## config.mk

```make
export PLATFORM = sky130hd
export DESIGN_NAME = bus_share_arbiter
export DESIGN_NICKNAME = d
export VERILOG_FILES = /design/src/rtl/rrarb_pkg.sv /design/src/rtl/rrarb_rr_pick.sv /design/src/rtl/rrarb_pkt_timer.sv /design/src/rtl/bus_share_arbiter.sv
export SDC_FILE = /design/constraint.sdc
export NUM_CORES = 1
export LEC_CHECK = 0
export ABC_AREA = 1
export BUFFER_PORTS_ARGS = -buffer_cell sky130_fd_sc_hd__buf_2
export CAP_MARGIN = 20
export CORE_MARGIN = 1
export CORE_UTILIZATION = 30
export DETAILED_ROUTE_END_ITERATION = 10
export PLACE_DENSITY = 0.5
export SETUP_SLACK_MARGIN = 0.05
export SLEW_MARGIN = 40
export SYNTH_ARGS = -nofsm -noshare
export SYNTH_HDL_FRONTEND = slang
export SYNTH_SLANG_ARGS = --single-unit
```

## constraint.sdc

```tcl
create_clock -name clk -period 5.1 [get_ports clk]
set_input_delay 0.765 -clock clk [delete_from_list [all_inputs] [get_ports clk]]
set_output_delay 0.765 -clock clk [all_outputs]
set_load 0.02 [all_outputs]
```

## src/rtl/rrarb_pkg.sv

```systemverilog
package rrarb_pkg;
  // Reason a grant was chosen at a decision point.
  typedef enum logic [1:0] {
    PICK_NONE = 2'd0,
    PICK_CTRL = 2'd1,
    PICK_HOLD = 2'd2,
    PICK_RR   = 2'd3
  } pick_src_e;
endpackage

```

## src/rtl/rrarb_rr_pick.sv

```systemverilog
module rrarb_rr_pick #(
  parameter int N  = 4,
  parameter int IW = 2
) (
  input  logic [N-1:0]  req,
  input  logic [IW-1:0] start,
  output logic          found,
  output logic [IW-1:0] idx
);
  localparam logic [IW:0] NV = N[IW:0];

  logic [IW:0] pos;

  // Walk from the highest offset down so the smallest offset from start wins.
  always_comb begin
    found = 1'b0;
    idx   = '0;
    pos   = '0;
    for (int k = N - 1; k >= 0; k--) begin
      pos = {1'b0, start} + k[IW:0];
      if (pos >= NV) pos = pos - NV;
      if (req[pos[IW-1:0]]) begin
        found = 1'b1;
        idx   = pos[IW-1:0];
      end
    end
  end
endmodule

```

## src/rtl/rrarb_pkt_timer.sv

```systemverilog
module rrarb_pkt_timer #(
  parameter int PKT_CYCLES = 2
) (
  input  logic clk,
  input  logic rst_n,
  input  logic launch,      // packet begins next cycle
  input  logic launch_now,  // packet began this cycle
  output logic pkt_active,
  output logic pkt_last
);
  localparam int CW = (PKT_CYCLES > 1) ? $clog2(PKT_CYCLES) : 1;
  localparam logic [CW-1:0] LAST = CW'(PKT_CYCLES - 1);
  localparam logic [CW-1:0] ONE  = CW'(1);

  logic          active_q, active_d;
  logic [CW-1:0] cnt_q, cnt_d;

  always_comb begin
    active_d = active_q;
    cnt_d    = cnt_q;
    if (launch) begin
      active_d = 1'b1;
      cnt_d    = '0;
    end else if (launch_now) begin
      active_d = 1'b1;
      cnt_d    = ONE;
    end else if (active_q && (cnt_q == LAST)) begin
      active_d = 1'b0;
      cnt_d    = '0;
    end else if (active_q) begin
      cnt_d    = cnt_q + ONE;
    end
  end

  always_ff @(posedge clk or negedge rst_n) begin
    if (!rst_n) begin
      active_q <= 1'b0;
      cnt_q    <= '0;
    end else begin
      active_q <= active_d;
      cnt_q    <= cnt_d;
    end
  end

  assign pkt_active = active_q;
  assign pkt_last   = active_q && (cnt_q == LAST);
endmodule

```

## src/rtl/bus_share_arbiter.sv

```systemverilog
module bus_share_arbiter
  import rrarb_pkg::*;
#(
  parameter int NUM_MASTERS = 4,
  parameter int PKT_CYCLES  = 2,
  parameter int MY_INDEX    = 0
) (
  input  logic                   clk,
  input  logic                   rst_n,
  input  logic [NUM_MASTERS:0]   req_i,
  input  logic                   park_en_i,
  output logic [NUM_MASTERS:0]   grant_o,
  output logic                   own_o
);
  localparam int IW   = (NUM_MASTERS > 1) ? $clog2(NUM_MASTERS) : 1;
  localparam int CTRL = NUM_MASTERS;
  localparam logic [IW-1:0] LAST_M = IW'(NUM_MASTERS - 1);

  logic [NUM_MASTERS:0] grant_q, grant_d;
  logic [IW-1:0]        last_q, last_d;
  logic                 last_vld_q, last_vld_d;
  logic                 repeat_q, repeat_d;
  logic                 state_en;

  logic                 pkt_active, pkt_last;
  logic                 parked, park_start, decide, launch;
  logic                 hold_ok, rr_found;
  logic [IW-1:0]        rr_start, rr_idx;
  logic [NUM_MASTERS:0] last_oh, rr_oh;
  pick_src_e            pick;

  // One-hot decodes of the master indices.
  generate
    for (genvar g = 0; g <= NUM_MASTERS; g++) begin : g_oh
      if (g < NUM_MASTERS) begin : g_m
        assign last_oh[g] = (last_q == IW'(g));
        assign rr_oh[g]   = (rr_idx == IW'(g));
      end else begin : g_c
        assign last_oh[g] = 1'b0;
        assign rr_oh[g]   = 1'b0;
      end
    end
  endgenerate

  assign parked     = !pkt_active && (grant_q[NUM_MASTERS-1:0] != '0);
  assign park_start = parked && ((req_i[NUM_MASTERS-1:0] & grant_q[NUM_MASTERS-1:0]) != '0);
  assign decide     = !park_start && (!pkt_active || pkt_last);
  assign hold_ok    = last_vld_q && req_i[last_q] && !repeat_q;
  assign rr_start   = !last_vld_q ? '0 : ((last_q == LAST_M) ? '0 : last_q + IW'(1));

  rrarb_rr_pick #(.N(NUM_MASTERS), .IW(IW)) u_pick (
    .req   (req_i[NUM_MASTERS-1:0]),
    .start (rr_start),
    .found (rr_found),
    .idx   (rr_idx)
  );

  always_comb begin
    if (req_i[CTRL])  pick = PICK_CTRL;
    else if (hold_ok) pick = PICK_HOLD;
    else if (rr_found) pick = PICK_RR;
    else              pick = PICK_NONE;
  end

  // Next-state computation.
  always_comb begin
    grant_d    = grant_q;
    last_d     = last_q;
    last_vld_d = last_vld_q;
    repeat_d   = repeat_q;
    launch     = 1'b0;
    state_en   = decide || park_start;
    if (park_start) begin
      repeat_d = 1'b1;
    end else if (decide) begin
      unique case (pick)
        PICK_CTRL: begin
          grant_d       = '0;
          grant_d[CTRL] = 1'b1;
          launch        = 1'b1;
        end
        PICK_HOLD: begin
          grant_d  = last_oh;
          repeat_d = 1'b1;
          launch   = 1'b1;
        end
        PICK_RR: begin
          grant_d    = rr_oh;
          last_d     = rr_idx;
          last_vld_d = 1'b1;
          repeat_d   = last_vld_q && (rr_idx == last_q);
          launch     = 1'b1;
        end
        default: begin
          grant_d = (park_en_i && last_vld_q) ? last_oh : '0;
        end
      endcase
    end
  end

  always_ff @(posedge clk or negedge rst_n) begin
    if (!rst_n) begin
      grant_q    <= '0;
      last_q     <= '0;
      last_vld_q <= 1'b0;
      repeat_q   <= 1'b0;
    end else if (state_en) begin
      grant_q    <= grant_d;
      last_q     <= last_d;
      last_vld_q <= last_vld_d;
      repeat_q   <= repeat_d;
    end
  end

  rrarb_pkt_timer #(.PKT_CYCLES(PKT_CYCLES)) u_timer (
    .clk        (clk),
    .rst_n      (rst_n),
    .launch     (launch),
    .launch_now (park_start),
    .pkt_active (pkt_active),
    .pkt_last   (pkt_last)
  );

  assign grant_o = grant_q;
  assign own_o   = grant_q[MY_INDEX];
endmodule

```

==> impl_metrics.tcl, run 1 <==
set metrics [dict create \
    gp_congestion 0.903 \
    crit_family "simple AND/OR/NAND/NOR gates" \
    crit_type "reg2reg" \
    ctsHoldBuffers 0 \
    vias_per_cell 4.69 \
    path_cells "inv_1, ha_1, nand2_1, inv_1, nand3_1, nand2_1, nor3_2, nand2_2, nand2_4, nor2_2, nand2_1, nand3_1, o21ai_1, inv_1" \
    synth_area_um2 1020 \
    utilization_pct 36.7 \
    post_cts_resized 0 \
    area_growth_syn_to_layout_pct 12.9 \
    clock_tree.root_cell "clkbuf_4" \
    drc 0 \
    cap_violations 0 \
    critPathBufInv 3 \
    hpwl_um 2050 \
    cts_setup_buffers 0 \
    layout_common_cells "nand2_1, inv_1, nand3_1" \
    place_area_um2 1120 \
    die_w_um 60.2 \
    worst_setup_path_start_kind "flip-flop" \
    clk_pin_slew_ns 0.07 \
    arrival_ns 2.56 \
    slowest_delay_ns 0.52 \
    wl_per_cell_um 11.4 \
    cp-end-kind "flip-flop" \
    finalCriticalPeriod_ns 2.40 \
    yosys.area.top_type "dfrtp_1" \
    n_antenna_cell 0 \
    rsz0062_at_grt "no" \
    die-height_um 60.2 \
    syn-num-nets 168 \
    ios 14 \
    fin_nets 184 \
    layout.cells.most_common "nand2_1" \
    drv_slew 0 \
    synth_top_family_by_area "simple AND/OR/NAND/NOR gates" \
    syn_inst 156 \
    finalHoldViolCount 0 \
    status "finished, final reports clean" \
    drtAntennaViolNets 0 \
    syn_avg_cell_area_um2 6.51 \
    portBuffers 13 \
    floorplan.core_area_um2 3130 \
    htreeDepth 1 \
    clk_latency_ns 0.27 \
    track_usage_pct 16.4 \
    clk_path_buf_depth 2 \
    synth-compound-area-share_pct 12.1 \
    seq_area_frac_synth_pct 27.1 \
    rows 20 \
    cts_tree "done" \
    synthMuxAreaShare_pct 0 \
    drive_gt1_share_pct 22.2 \
    setup_tns_ns 0 \
    antenna_found_initial 0 \
    drt-total-wl_um 2450 \
    grt_pass1_wl_um 4400 \
    place_worst_setup_slack_ns 2.72 \
    drt_iter0_markers 35 \
    crit_fanout 9 \
    worst_slack_ns 2.70 \
    ys_ff_latch 11 \
    ys_top_cells_by_area "dfrtp_1, nand2_1, inv_1" \
    stdcell_area_um2 1150 \
    synthXorXnorAreaFrac_pct 0 \
    first_global_vias 999 \
    numClockSinks 11 \
    multi_input_area_um2 613 \
    cts_inserted_buffers 3 \
    yosysWarnings 0 \
    required_ns 5.26 \
    worstMarginPinSlew_ns 0.405 \
    first_pass_iters 4 \
    vias 1009 \
    fin_crit_sh_pct 47.0 \
    finClkSkew_ns 0.00131 \
    synth_top_area_share_pct 27.1 \
    critPathSlowestCell "dfrtp_1" \
    grt_overflow 0 \
    regArea_um2 275 \
    synthSimpleGateAreaFrac_pct 43.3 \
    maxClockFrequency_ghz 0.417 \
    synthAdderAreaFrac_pct 4.93 \
    fillers 353 \
    setup_violations 0 \
    grt_max_degree 13 \
    slew_headroom_pct 73.0 \
    hold_class "in2async" \
    initial_core_util_pct 32.5 \
    synth_cell_types 22 \
    dieArea_um2 3620 \
]
-- synth_stat cells, drive strengths merged --
cell / number
a21boi: 1
a21oi: 6
buf: 2
dfrtp: 11
ha: 4
inv: 30
nand2: 55
nand3: 22
nand4: 2
nor2: 7
nor3: 2
o21ai: 14
-- sequential cells by signal, indices dropped and copies added, names as in the netlist --
name and flops:
repeat_q 1, u_timer.cnt_q 1, last_vld_q 1, last_q 2, grant_o 5, u_timer.pkt_active 1
-- routing by layer --
metal	wire length (um)	track usage, %	part of all wire, %	vias to the layer above
li1	-	-	-	524
met1	1210	22.4	50	456
met5	0	0	0	-
met3	89	1.73	3.6	4
met2	1120	25.6	46	25
met4	27	7.64	1.1	0
-- worst reg2reg max path: stages (launching register included) --
cell     delay [ns]
dfrtp_1        0.52
inv_1          0.16
ha_1           0.35
nand2_1        0.15
inv_1          0.13
nand3_1        0.12
nand2_1        0.08
nor3_2         0.23
nand2_2        0.12
nand2_4        0.10
nor2_2         0.05
nand2_1        0.05
nand3_1        0.07
o21ai_1        0.11
inv_1          0.05
-- per-stage QoR --
step | cells | hold WS, ns
detailed placement | 211 | 0.480
CTS | 215 | 0.360
floorplan | 156 | 0.469
global placement | 211 | 0.472
global route | 215 | 0.372
finish | 215 | 0.354
-- layout make-up --
class,count,area share (%)
multi-input combinational,113,53.4
sequential,11,24.0
timing repair buffer,13,5.67
tap,44,4.80
clock buffer,4,2.29
inverter,30,9.81
-- worst paths after layout --
path,start,endpoint,slack (ns),cells past startpoint
setup reg to reg,last_q[0],grant_o[0],2.70,14
hold reg to reg,grant_o[4],grant_o[4],0.50,2
min in group clk,grant_o[4],grant_o[4],0.50,2
max in group asynchronous,rst_n,u_timer.cnt_q,4.54,1
setup / recovery,last_q[0],grant_o[0],2.70,14
hold / removal,rst_n,grant_o[1],0.35,1
-- logic make-up after synthesis --
| group | Yosys count |
|---|---|
| buffers and inverters | 32 |
| AO/OA/AOI/OAI | 21 |
| flip-flops | 11 |
| AND/OR/NAND/NOR | 88 |
| adder cells (fa/ha/maj) | 4 |
Power of run 1 is not shown: default switching activity piles up to over one toggle a cycle in this logic, so the estimate is an artifact.
==> inputs of run 2 (changes only) <==
--- a/config.mk
+++ b/config.mk
@@ -11,7 +11,7 @@
 export CORE_MARGIN = 1
 export CORE_UTILIZATION = 30
 export DETAILED_ROUTE_END_ITERATION = 10
-export PLACE_DENSITY = 0.5
+export PLACE_DENSITY = 0.52
 export SETUP_SLACK_MARGIN = 0.05
 export SLEW_MARGIN = 40
 export SYNTH_ARGS = -nofsm -noshare
==> constraint.sdc (replaced) <==
create_clock -name clk -period 2 [get_ports clk]
set_input_delay 0.3 -clock clk [delete_from_list [all_inputs] [get_ports clk]]
set_output_delay 0.3 -clock clk [all_outputs]
set_load 0.02 [all_outputs]
==> impl_metrics.tcl, run 2 (synthesized netlist as in run 1, its figures left out) <==
set metrics [dict create \
    rows 20 \
    dieArea_um2 3620 \
    rsz0062_at_grt "yes" \
    drc 0 \
    fin_nets 204 \
    die_w_um 60.2 \
    crit_type "reg2reg" \
    crit_fanout 6 \
    numClockSinks 11 \
    cts_inserted_buffers 3 \
    clk_pin_slew_ns 0.07 \
    status "finished with violations" \
    drv_slew 0 \
    vias_per_cell 4.74 \
    layout_common_cells "nand2_1, inv_1, buf_4" \
    die-height_um 60.2 \
    initial_core_util_pct 32.5 \
    floorplan.core_area_um2 3130 \
    worstMarginPinSlew_ns 0.344 \
    gp_congestion 0.806 \
    busiest_layer "met2" \
    grt_pass1_wl_um 4800 \
    met2_usage_pct 30.6 \
    drt_iter0_markers 25 \
    grt_max_degree 12 \
    finClkSkew_ns 0.000210 \
    fin_crit_sh_pct 104 \
    area_growth_syn_to_layout_pct 50.0 \
    required_ns 2.22 \
    setup_violations 6 \
    n_antenna_cell 0 \
    maxClockFrequency_ghz 0.479 \
    clk_path_buf_depth 2 \
    drive_gt1_share_pct 45.5 \
    hold_class "in2reg" \
    drtAntennaViolNets 0 \
    slew_headroom_pct 77.1 \
    worst_setup_path_start_kind "flip-flop" \
    clock_tree.root_cell "clkbuf_4" \
    grt_overflow 0 \
    finalHoldViolCount 0 \
    htreeDepth 1 \
    violations "setup timing" \
    place_worst_setup_slack_ns -0.121 \
    hpwl_um 2140 \
    finalCriticalPeriod_ns 2.09 \
    worst_slack_ns -0.0868 \
    cap_violations 0 \
    cts_tree "done" \
    cp-end-kind "flip-flop" \
    met3_usage_pct 1.52 \
    arrival_ns 2.30 \
    drt-total-wl_um 2890 \
    grt.met1_usage_pct 22.9 \
    ios 14 \
    first_global_vias 1067 \
    largest_reg_flops 5 \
    portBuffers 13 \
    antenna_found_initial 0 \
    vias 1113 \
    layout.cells.most_common "nand2_1" \
    first_pass_iters 4 \
    track_usage_pct 18.0 \
    clk_latency_ns 0.27 \
    holdWs_ns 0.354 \
    wl_per_cell_um 12.3 \
]
==> run 2: final cells by class <==
type / instances / area (um^2)
Timing Repair Buffer: 33 / 241
Sequential cell: 11 / 278
Inverter: 30 / 115
Tap cell: 44 / 55.1
Clock buffer: 4 / 26.3
Fill cell: 333 / 1600
Multi-Input combinational cell: 113 / 808
==> run 2: metrics by stage <==
stage               utilization, %  area (um^2)  TNS (ns)  instances
finish                        48.7         1520    -0.335        235
global route                  48.7         1520     -1.29        235
CTS                           44.2         1380    -0.207        233
detailed placement            39.5         1230    -0.636        224
global placement              39.5         1230    -0.422        224
floorplan                        -         1030         0        156
==> run 2: final timing paths <==
path / slack [ns] / to / start / depth (start not counted)
worst min-delay path: 0.35 / u_timer.pkt_active / req_i[4] / 3
worst min register to register: 0.50 / grant_o[4] / grant_o[4] / 2
min in group asynchronous: 0.42 / grant_o[0] / rst_n / 2
max in group asynchronous: 1.36 / last_vld_q / rst_n / 2
worst max-delay path: -0.09 / grant_o[3] / last_q[0] / 14
worst max register to register: -0.09 / grant_o[3] / last_q[0] / 14
==> run 2: per-layer routing <==
layer | wire length, um | share of wire [%]
met5 | 0 | 0
met4 | 73 | 2.5
met3 | 97 | 3.4
met2 | 1390 | 48
met1 | 1330 | 46
==> run 2: timing repair <==
item,4_1_cts,5_1_grt
endpoints found under the setup margin,10,10
gates resized for setup,24,24
endpoints found under the hold margin,11,0
buffers inserted,4,2
pin swaps,20,20
hold buffers,1,0
==> run 2: worst max-delay path, cell delays in order, from the launching register on <==
cell,delay [ns]
dfrtp_2,0.45
ha_4,0.19
nor2_4,0.14
buf_6,0.14
nand2_8,0.08
nand2_4,0.09
buf_6,0.09
a21oi_4,0.05
nor3_4,0.22
nand4_1,0.19
nand2_2,0.15
nand2_1,0.07
nand3_2,0.07
nand2_1,0.05
inv_1,0.04
Power of run 2 is left out for the same reason.
==> inputs of run 3 (changes only) <==
--- a/config.mk
+++ b/config.mk
@@ -11,9 +11,10 @@
 export CORE_MARGIN = 1
 export CORE_UTILIZATION = 30
 export DETAILED_ROUTE_END_ITERATION = 10
-export PLACE_DENSITY = 0.52
+export PLACE_DENSITY = 0.51
 export SETUP_SLACK_MARGIN = 0.05
 export SLEW_MARGIN = 40
 export SYNTH_ARGS = -nofsm -noshare
 export SYNTH_HDL_FRONTEND = slang
+export SYNTH_HIERARCHICAL = 1
 export SYNTH_SLANG_ARGS = --single-unit
==> impl_metrics.tcl, run 3 <==
set metrics [dict create \
    ys_ff_latch 11 \
    rsz0062_at_grt "yes" \
    die_w_um 62.8 \
    initial_core_util_pct 32.2 \
    crit_fanout 6 \
    clk_pin_slew_ns 0.05 \
    drc 0 \
    synthAdderAreaFrac_pct 4.51 \
    cts_tree "done" \
    worstMarginPinSlew_ns 0.308 \
    first_pass_iters 4 \
    rows 21 \
    synthSimpleGateAreaFrac_pct 50.6 \
    yosys.area.top_type "dfrtp_1" \
    syn_avg_cell_area_um2 6.37 \
    worst_setup_path_start_kind "flip-flop" \
    crit_type "reg2reg" \
    worst_slack_ns -0.111 \
    syn_inst 174 \
    portBuffers 13 \
    layout.cells.most_common "nand2_1" \
    cp_common_cell "nand2_1" \
    yosysMostFrequentCell "nand2_1" \
    path_cells "ha_4, nor3_4, buf_6, nand2_2, o21ai_4, nand2_1, nand2_1, nand3_2, a21boi_4, inv_2, nor2_1, nand3_1, nand3_1, nand2_1, nand2_1" \
    slew_headroom_pct 79.5 \
    clk_latency_ns 0.24 \
    synth_top_area_share_pct 24.8 \
    numClockSinks 11 \
    floorplan.core_area_um2 3440 \
    vias 1254 \
    first_global_vias 1202 \
    fin_nets 228 \
    fillers 367 \
    synthMuxAreaShare_pct 0 \
    htreeDepth 1 \
    finalCriticalPeriod_ns 2.11 \
    synth_flop_cell "dfrtp_1" \
    synth-compound-area-share_pct 8.47 \
    n_antenna_cell 0 \
    ir_drop_v 0.000515 \
    syn-num-nets 186 \
    synthXorXnorAreaFrac_pct 0 \
    yosysWarnings 6 \
    arrival_ns 2.29 \
    place_worst_setup_slack_ns -0.0971 \
    finalHoldViolCount 0 \
    critPathSlowestCell "dfrtp_2" \
    area_growth_syn_to_layout_pct 42.4 \
    layout_common_cells "nand2_1, buf_4, inv_2, inv_1, buf_2" \
    required_ns 2.18 \
    rrSetupSlack_ns -0.11 \
    largest_reg_flops 5 \
    drtAntennaViolNets 0 \
    clk_path_buf_depth 2 \
    place_area_um2 1370 \
    synth_cell_types 27 \
    grt_max_degree 12 \
    drv_slew 0 \
    ys_top_cells_by_area "dfrtp_1, nand2_1, inv_1" \
    async_reset_ff_share_pct 100 \
    clock_tree.root_cell "clkbuf_8" \
    track_usage_pct 16.7 \
    synth_common_cells "nand2_1, inv_1, nand3_1" \
    synth_top_family_by_area "simple AND/OR/NAND/NOR gates" \
    finClkSkew_ns 0.00402 \
    maxClockFrequency_ghz 0.474 \
    grt_overflow 0 \
    setup_violations 10 \
    fin_crit_sh_pct 106 \
    slowest_delay_ns 0.45 \
    gp_congestion 0.860 \
    powerDensity_nw_per_um2 1890 \
    antenna_found_initial 0 \
    ios 14 \
    drt_iter0_markers 60 \
    cts_inserted_buffers 3 \
    stdcell_area_um2 1580 \
    cap_violations 0 \
    vias_per_cell 4.80 \
    seq_area_frac_synth_pct 24.8 \
    leakagePower_uw 0.000865 \
    status "finished with violations" \
    die-height_um 62.8 \
    violations "setup timing" \
    wl_per_cell_um 12.0 \
    cp-end-kind "flip-flop" \
    synth_area_um2 1110 \
    hold_class "in2async" \
    dieArea_um2 3940 \
    drt-total-wl_um 3130 \
    synth_edf_count 0 \
    drive_gt1_share_pct 44.7 \
    hpwl_um 2310 \
    grt_pass1_wl_um 5240 \
]
run 3: changes by cell type after synthesis, moves of 5 or more:
cell,previous run,this run
inv_1,28,21
nand4_1,2,9
nand2_1,44,61
nand3_1,19,14
nor2_1,4,10
inv_2,2,7
o21ai_0,10,2
a21oi_1,6,1
run 3: logic make-up after synthesis:
family | Yosys count
compound gates | 15
fa+ha+maj | 4
buf+inv | 31
flops | 11
simple gates | 113
run 3: per-layer routing:
metal	vias to the layer above	wire length, um	GRT usage, %
met3	3	92	3.28
met5	-	0	0
met1	597	1460	22.0
li1	633	-	-
met4	0	19	5.23
met2	21	1550	27.2
run 3: cell type report:
type                            count  area (um^2)  area share (%)
Clock buffer                        4         45.0            2.85
Multi-Input combinational cell    132          818            51.8
Sequential cell                    11          278            17.6
Timing Repair Buffer               39          270            17.1
Tap cell                           46         57.6            3.65
Inverter                           29          110            6.97
run 3: report_power, final:
part / internal (uW) / switching, uW / leakage (uW)
clock network: 140 / 89.4 / 0.0000228
registers: 307 / 86.9 / 0.000132
logic: 1000 / 1360 / 0.000710
run 3: worst paths after layout:
path | start | end | depth (start not counted)
max | last_q[0] | grant_o[2] | 15
min in group clk | req_i[4] | u_timer/cnt_q | 6
max reg2reg | last_q[0] | grant_o[2] | 15
max in group asynchronous | rst_n | last_q[1] | 2
min | rst_n | grant_o[2] | 2
min reg2reg | grant_o[4] | grant_o[4] | 2
run 3: repair_timing:
action | in CTS | in global routing
endpoints found under the setup margin | 9 | 9
resized for setup | 3 | 21
hold buffers | 1 | 0
pin swaps | 2 | 14
buffers inserted | 3 | 7
gates cloned | 0 | 0
hold endpoints to repair | 11 | 0
run 3: stage by stage:
step	util [%]	setup TNS [ns]	hold slack [ns]	power [uW]	std cells
after floorplan	-	0	0.00441	1830	174
after global placement	39.8	-0.196	0.195	2280	246
after detailed placement	39.8	-0.398	0.194	2300	246
after CTS	42.5	-0.205	0.446	2670	254
after global routing	45.9	-2.17	0.503	3280	261
final	45.9	-0.766	0.465	2980	261
run 3: critical path, delay by kind of cell (launching register included):
kind	cells	cell delay, ns
flops	1	0.45
fa+ha+maj	1	0.19
compound gates	2	0.31
buf+inv	2	0.20
simple gates	10	0.88
No activity file was read; power rests on OpenSTA's default activity.
